--- src/rtl/tlb_pkg.sv ---
// Package tlb_pkg
// Default geometry of the translation buffer and the refill placement kinds.
// Assumes power-of-two set and way counts.
package tlb_pkg;
    localparam int TLB_VA_W  = 14;
    localparam int TLB_PA_W  = 12;
    localparam int TLB_OFF_W = 6;
    localparam int TLB_SETS  = 4;
    localparam int TLB_WAYS  = 4;

    // How a refill picks its way, in priority order
    typedef enum logic [1:0] {
        FILL_UPDATE = 2'd0,
        FILL_FREE   = 2'd1,
        FILL_EVICT  = 2'd2
    } fill_kind_e;
endpackage

--- src/rtl/tlb_way_store.sv ---
// Module tlb_way_store
// Entry storage: valid flags (reset and flushable), tags and page numbers.
// Assumes at most one write per cycle; flush wins over a write.
module tlb_way_store #(
    parameter int SETS  = 4,
    parameter int WAYS  = 4,
    parameter int TAG_W = 6,
    parameter int PPN_W = 6,
    localparam int IDX_W = $clog2(SETS),
    localparam int WAY_W = $clog2(WAYS)
) (
    input  logic                                  clk,
    input  logic                                  rst_n,
    input  logic                                  flush,
    input  logic                                  wr_en,
    input  logic [IDX_W-1:0]                      wr_set,
    input  logic [WAY_W-1:0]                      wr_way,
    input  logic [TAG_W-1:0]                      wr_tag,
    input  logic [PPN_W-1:0]                      wr_ppn,
    output logic [SETS-1:0][WAYS-1:0]             valid_o,
    output logic [SETS-1:0][WAYS-1:0][TAG_W-1:0]  tag_o,
    output logic [SETS-1:0][WAYS-1:0][PPN_W-1:0]  ppn_o
);
    logic [SETS-1:0][WAYS-1:0]             valid_q;
    logic [SETS-1:0][WAYS-1:0][TAG_W-1:0]  tag_q;
    logic [SETS-1:0][WAYS-1:0][PPN_W-1:0]  ppn_q;

    // Valid flags: cleared by reset or flush, set by a write
    always_ff @(posedge clk) begin
        if (!rst_n) begin
            valid_q <= '0;
        end else if (flush) begin
            valid_q <= '0;
        end else if (wr_en) begin
            valid_q[wr_set][wr_way] <= 1'b1;
        end
    end

    // Tag and page number payload: written with the valid flag, never reset
    always_ff @(posedge clk) begin
        if (wr_en && !flush) begin
            tag_q[wr_set][wr_way] <= wr_tag;
            ppn_q[wr_set][wr_way] <= wr_ppn;
        end
    end

    assign valid_o = valid_q;
    assign tag_o   = tag_q;
    assign ppn_o   = ppn_q;
endmodule

--- src/rtl/tlb_set_match.sv ---
// Module tlb_set_match
// Compares one tag against all ways of a set and reports the matching way.
// Assumes at most one valid way per set carries a given tag.
module tlb_set_match #(
    parameter int WAYS  = 4,
    parameter int TAG_W = 6,
    localparam int WAY_W = $clog2(WAYS)
) (
    input  logic [WAYS-1:0]             set_valid,
    input  logic [WAYS-1:0][TAG_W-1:0]  set_tag,
    input  logic [TAG_W-1:0]            tag_in,
    output logic                        hit,
    output logic [WAY_W-1:0]            hit_way
);
    logic [WAYS-1:0] way_eq;

    // One comparator per way
    for (genvar g = 0; g < WAYS; g++) begin : g_cmp
        assign way_eq[g] = set_valid[g] && (set_tag[g] == tag_in);
    end

    // Encode the matching way
    always_comb begin
        hit_way = '0;
        for (int i = 0; i < WAYS; i++) begin
            if (way_eq[i]) hit_way = WAY_W'(i);
        end
    end

    assign hit = |way_eq;
endmodule

--- src/rtl/tlb_victim.sv ---
// Module tlb_victim
// Picks the refill way: matching tag, else lowest free way, else the set's
// rotating pointer, which advances only on an eviction.
// Assumes WAYS is a power of two so the pointer wraps naturally.
module tlb_victim
    import tlb_pkg::*;
#(
    parameter int SETS = 4,
    parameter int WAYS = 4,
    localparam int IDX_W = $clog2(SETS),
    localparam int WAY_W = $clog2(WAYS)
) (
    input  logic              clk,
    input  logic              rst_n,
    input  logic              fill_en,
    input  logic [IDX_W-1:0]  fill_set,
    input  logic [WAYS-1:0]   set_valid,
    input  logic              match_hit,
    input  logic [WAY_W-1:0]  match_way,
    output logic [WAY_W-1:0]  victim_way
);
    logic [SETS-1:0][WAY_W-1:0] ptr_q;
    logic                       has_free;
    logic [WAY_W-1:0]           free_way;
    fill_kind_e                 kind;

    // Lowest-numbered invalid way
    always_comb begin
        has_free = 1'b0;
        free_way = '0;
        for (int i = WAYS - 1; i >= 0; i--) begin
            if (!set_valid[i]) begin
                has_free = 1'b1;
                free_way = WAY_W'(i);
            end
        end
    end

    // Placement decision by priority
    always_comb begin
        if (match_hit)     kind = FILL_UPDATE;
        else if (has_free) kind = FILL_FREE;
        else               kind = FILL_EVICT;
    end

    // Way chosen for this decision
    always_comb begin
        case (kind)
            FILL_UPDATE: victim_way = match_way;
            FILL_FREE:   victim_way = free_way;
            default:     victim_way = ptr_q[fill_set];
        endcase
    end

    // Per-set pointer: advances after each eviction in that set
    always_ff @(posedge clk) begin
        if (!rst_n) begin
            ptr_q <= '0;
        end else if (fill_en && kind == FILL_EVICT) begin
            ptr_q[fill_set] <= ptr_q[fill_set] + 1'b1;
        end
    end
endmodule

--- src/rtl/tlb_lookup.sv ---
// Module tlb_lookup
// Top level: set-associative page translation buffer with a registered
// lookup result, a refill port and a whole-buffer flush.
// Assumes the offset passes through untouched and page numbers fit PA_W-OFF_W.
module tlb_lookup
    import tlb_pkg::*;
#(
    parameter int VA_W  = TLB_VA_W,
    parameter int PA_W  = TLB_PA_W,
    parameter int OFF_W = TLB_OFF_W,
    parameter int SETS  = TLB_SETS,
    parameter int WAYS  = TLB_WAYS,
    localparam int VPN_W = VA_W - OFF_W,
    localparam int PPN_W = PA_W - OFF_W,
    localparam int IDX_W = $clog2(SETS),
    localparam int TAG_W = VPN_W - IDX_W,
    localparam int WAY_W = $clog2(WAYS)
) (
    input  logic              clk,
    input  logic              rst_n,
    input  logic              lk_valid,
    input  logic [VA_W-1:0]   lk_vaddr,
    input  logic              flush,
    input  logic              fill_valid,
    input  logic [VPN_W-1:0]  fill_vpn,
    input  logic [PPN_W-1:0]  fill_ppn,
    output logic              rsp_valid,
    output logic              rsp_hit,
    output logic [PA_W-1:0]   rsp_paddr
);
    logic [SETS-1:0][WAYS-1:0]             st_valid;
    logic [SETS-1:0][WAYS-1:0][TAG_W-1:0]  st_tag;
    logic [SETS-1:0][WAYS-1:0][PPN_W-1:0]  st_ppn;

    logic [IDX_W-1:0] lk_set, fl_set;
    logic [TAG_W-1:0] lk_tag, fl_tag;
    logic             lk_hit, fl_hit, fill_do;
    logic [WAY_W-1:0] lk_way, fl_way, victim_way;

    assign lk_set  = lk_vaddr[OFF_W +: IDX_W];
    assign lk_tag  = lk_vaddr[VA_W-1 -: TAG_W];
    assign fl_set  = fill_vpn[IDX_W-1:0];
    assign fl_tag  = fill_vpn[VPN_W-1 -: TAG_W];
    assign fill_do = fill_valid && !flush;

    tlb_way_store #(.SETS(SETS), .WAYS(WAYS), .TAG_W(TAG_W), .PPN_W(PPN_W)) u_store (
        .clk(clk), .rst_n(rst_n), .flush(flush),
        .wr_en(fill_do), .wr_set(fl_set), .wr_way(victim_way),
        .wr_tag(fl_tag), .wr_ppn(fill_ppn),
        .valid_o(st_valid), .tag_o(st_tag), .ppn_o(st_ppn)
    );

    tlb_set_match #(.WAYS(WAYS), .TAG_W(TAG_W)) u_lk_match (
        .set_valid(st_valid[lk_set]), .set_tag(st_tag[lk_set]),
        .tag_in(lk_tag), .hit(lk_hit), .hit_way(lk_way)
    );

    tlb_set_match #(.WAYS(WAYS), .TAG_W(TAG_W)) u_fl_match (
        .set_valid(st_valid[fl_set]), .set_tag(st_tag[fl_set]),
        .tag_in(fl_tag), .hit(fl_hit), .hit_way(fl_way)
    );

    tlb_victim #(.SETS(SETS), .WAYS(WAYS)) u_victim (
        .clk(clk), .rst_n(rst_n), .fill_en(fill_do), .fill_set(fl_set),
        .set_valid(st_valid[fl_set]), .match_hit(fl_hit), .match_way(fl_way),
        .victim_way(victim_way)
    );

    // Response register: result from contents before this cycle's updates
    always_ff @(posedge clk) begin
        if (!rst_n) begin
            rsp_valid <= 1'b0;
            rsp_hit   <= 1'b0;
            rsp_paddr <= '0;
        end else begin
            rsp_valid <= lk_valid;
            rsp_hit   <= lk_valid && lk_hit;
            rsp_paddr <= (lk_valid && lk_hit)
                       ? {st_ppn[lk_set][lk_way], lk_vaddr[OFF_W-1:0]}
                       : '0;
        end
    end
endmodule

--- config.mk ---
export PLATFORM = sky130hd
export DESIGN_NAME = tlb_lookup
export DESIGN_NICKNAME = d
export VERILOG_FILES = /design/src/rtl/tlb_pkg.sv /design/src/rtl/tlb_way_store.sv /design/src/rtl/tlb_set_match.sv /design/src/rtl/tlb_victim.sv /design/src/rtl/tlb_lookup.sv
export SDC_FILE = /design/constraint.sdc
export NUM_CORES = 1
export LEC_CHECK = 0
export ABC_AREA = 1
export CORE_MARGIN = 5
export CORE_UTILIZATION = 25
export DETAILED_ROUTE_END_ITERATION = 7
export MAX_ROUTING_LAYER = met4
export SYNTH_ARGS = -nofsm -noshare
export SYNTH_HDL_FRONTEND = slang
export SYNTH_SLANG_ARGS = --single-unit
--- constraint.sdc ---
create_clock -name clk -period 3.7 [get_ports clk]
set_input_delay 0.925 -clock clk [delete_from_list [all_inputs] [get_ports clk]]
set_output_delay 0.925 -clock clk [all_outputs]
set_load 0.005 [all_outputs]
==> flow_summary.toml <==
[synth]
ys_seq_elements = 230
yosys.area_share.simple = 0.248
ys_top_cells_by_area = "edfxtp_1 54%, nand2_1 16%, dfxtp_1 7.1%, nand3_1 4.7%, nor2_1 3.2%"
synth_top_family_by_area = "simple AND/OR/NAND/NOR gates"
synth_top_area_share = 0.537
synth_most_common_cell = "nand2_1"
synthMuxAreaShare = 0
async_flop_share = 0
syn_inst = 1184
yosysSeqAreaShare = 0.608
synth_edf_count = 192
synth_common_cells = "444 x nand2_1, 192 x edfxtp_1, 100 x nand3_1, 91 x nor2_1, 69 x inv_1"
ys_warn_count = 0
synth_compound_area_frac = 0.0830
syn_avg_cell_area_um2 = 9.06
ys.flop_type = "edfxtp_1"
yosysTopAreaCell = "edfxtp_1"
mappedNetlistNets = 1217
syn_area_um2 = 10700
synth_adder_area_share = 0
synthXorXnorAreaFrac = 0.00979
synth_cell_types = 34

[routing]
drc_errors = 0
routed_wirelength_mm = 32.3
initialDrtViolationCount = 837
vias = 8657
avgViaCountPerCell = 4.67
ant_nets = 0
first_pass_iters = 5
wl_per_cell_um = 17.4

[sta]
fin_worst_skew_ps = 11.3
hold_violations = 0
setup_ws_ps = 481
tightest_slew_ps = 789
rsz0062_at_grt = "false"
drv_slew = 0
fin_crit_sh = 0.870
setup_viol = 0
fmax_mhz = 311
slew_headroom = 0.472
hold_ws_ps = 481
period_needed_ps = 3220

[clocking]
numCtsBuffers = 24
cts_tree = "built"
clockRootBuffer = "clkbuf_16"
clkLatencyLatePin_ps = 540
ctsHtreeMaxLevel = 1
hold_buffers = 0
clockBufferDepth = 3
cts_resized = 0
post_cts_buffers = 0
cts.sinks = 230
clkTransAtPathRegs_ps = 60

[global_route]
track_usage = 0.137
grt_util_met3 = 0.0225
grtUsageMet2 = 0.212
met1_usage = 0.187
overflow = 0
grt.busiest_layer = "met2"
grt_pass1_wl_mm = 49.4
first_global_vias = 8287
antenna_found_initial = 0
grt_max_degree = 73

[placed_design]
placed_cells = 1811
gp_congestion = 0.945
io_buffers = 46
post-place-ws_ps = -27.3
hpwlAfterDp_mm = 22.5

[floorplan]
core_area_um2 = 42800
dieWidth_um = 217
dieArea_um2 = 47200
die_y_um = 217
std_cell_rows = 76
initial_core_util = 0.251
ioPinCount = 47

[pwr]
powerDensity_nw_per_um2 = 434
p_leak_nw = 5.32
fin_total_pwr_mw = 5.79
peakVddDrop_uv = 304

[critical_path]
cp-end-kind = "flop"
critPathArrivalTime_ps = 3470
critPathKind = "in2reg"
cp_max_fo = 13
cp.required_ps = 3950
cp-start-kind = "input port"

[final_layout]
fin_nets = 1324
instances_no_fill = 1855
syn2layout_area_growth_pct = 24.4
drive_gt1_frac = 0.113
antennaDiodeCount = 0

[run]
max_cap_violations = 0

[outcome]
run_status = "complete, no violations"

[hold_path]
min_path_type = "reg2reg"
-- registers in the layout, summed over array words and instances, names as in the netlist --
register         cells
u_store.ppn_o       96
u_store.tag_o       96
u_store.valid_o     16
rsp_paddr           12
u_victim.ptr_q       8
rsp_hit              1
rsp_valid            1
-- cells by family after synthesis --
kind of cell,count (synthesis)
compound gates,156
xor+xnor,12
buf+inv,127
flops,230
simple gates,659
-- power by group --
group | internal (mW) | total (mW) | leakage (nW) | switching (mW)
combinational | 0.168 | 0.489 | 2.89 | 0.321
clock | 1.46 | 2.48 | 0.388 | 1.03
sequential | 2.82 | 2.82 | 2.04 | 0.00412
-- layout by cell type (no fill, tap or decap), types with 24 or more instances in the layout --
master / netlist / layout
a21oi_1: 52 / 52
nand2_1: 444 / 444
edfxtp_1: 192 / 192
buf_4: 3 / 67
o21ai_0: 65 / 65
clkbuf_16: 0 / 24
clkdlybuf4s50_1: 0 / 43
dfxtp_1: 38 / 38
nand3_1: 100 / 100
inv_1: 69 / 68
nor2_1: 91 / 91
-- worst max-delay path, cell delays in order --
cell             delay [ps]
clkdlybuf4s50_1         460
buf_4                   160
inv_4                    50
buf_4                   190
nand2_1                 100
nand2_1                  50
nand2_1                  50
nand2_1                  50
nor2_1                  160
nand2_1                  80
nor2_1                  150
nor2_2                   90
nand3_1                 110
nand2_1                 100
nor2_4                  260
nand3_1                 170
inv_1                   150
buf_12                  160
-- layout make-up --
class,instances,area (um2)
multi-input cells,827,3650
flip-flops and latches,230,6530
fillers,4392,29400
repair buffers,134,1380
clock buffers,31,647
well taps,546,683
clock inverters,13,175
inverters,74,280
-- path summary, 6_finish.rpt --
kind	start	to	slack (ps)	depth (start not counted)
max reg2reg	u_store.tag_o[88]	u_store.ppn_o[25]	1220	16
min	u_store.valid_o[10]	u_store.valid_o[10]	480	2
min reg2reg	u_store.valid_o[10]	u_store.valid_o[10]	480	2
max	fill_vpn[1]	u_store.ppn_o[25]	480	18
-- through the flow --
stage,instance area (um2),util,TNS (ps)
finish,13300,0.312,0
global placement,12500,0.293,0
floorplan,10700,-,0
global route,13300,0.312,0
CTS,13300,0.312,0
detailed placement,12500,0.293,-648
-- metal layers --
metal | part of all wire | up-vias
met3 | 0.072 | 66
met5 | 0 | -
li1 | - | 4196
met1 | 0.45 | 4089
met4 | 0.032 | 0
met2 | 0.45 | 306
Note: power is estimated with default switching activity, not from simulation.
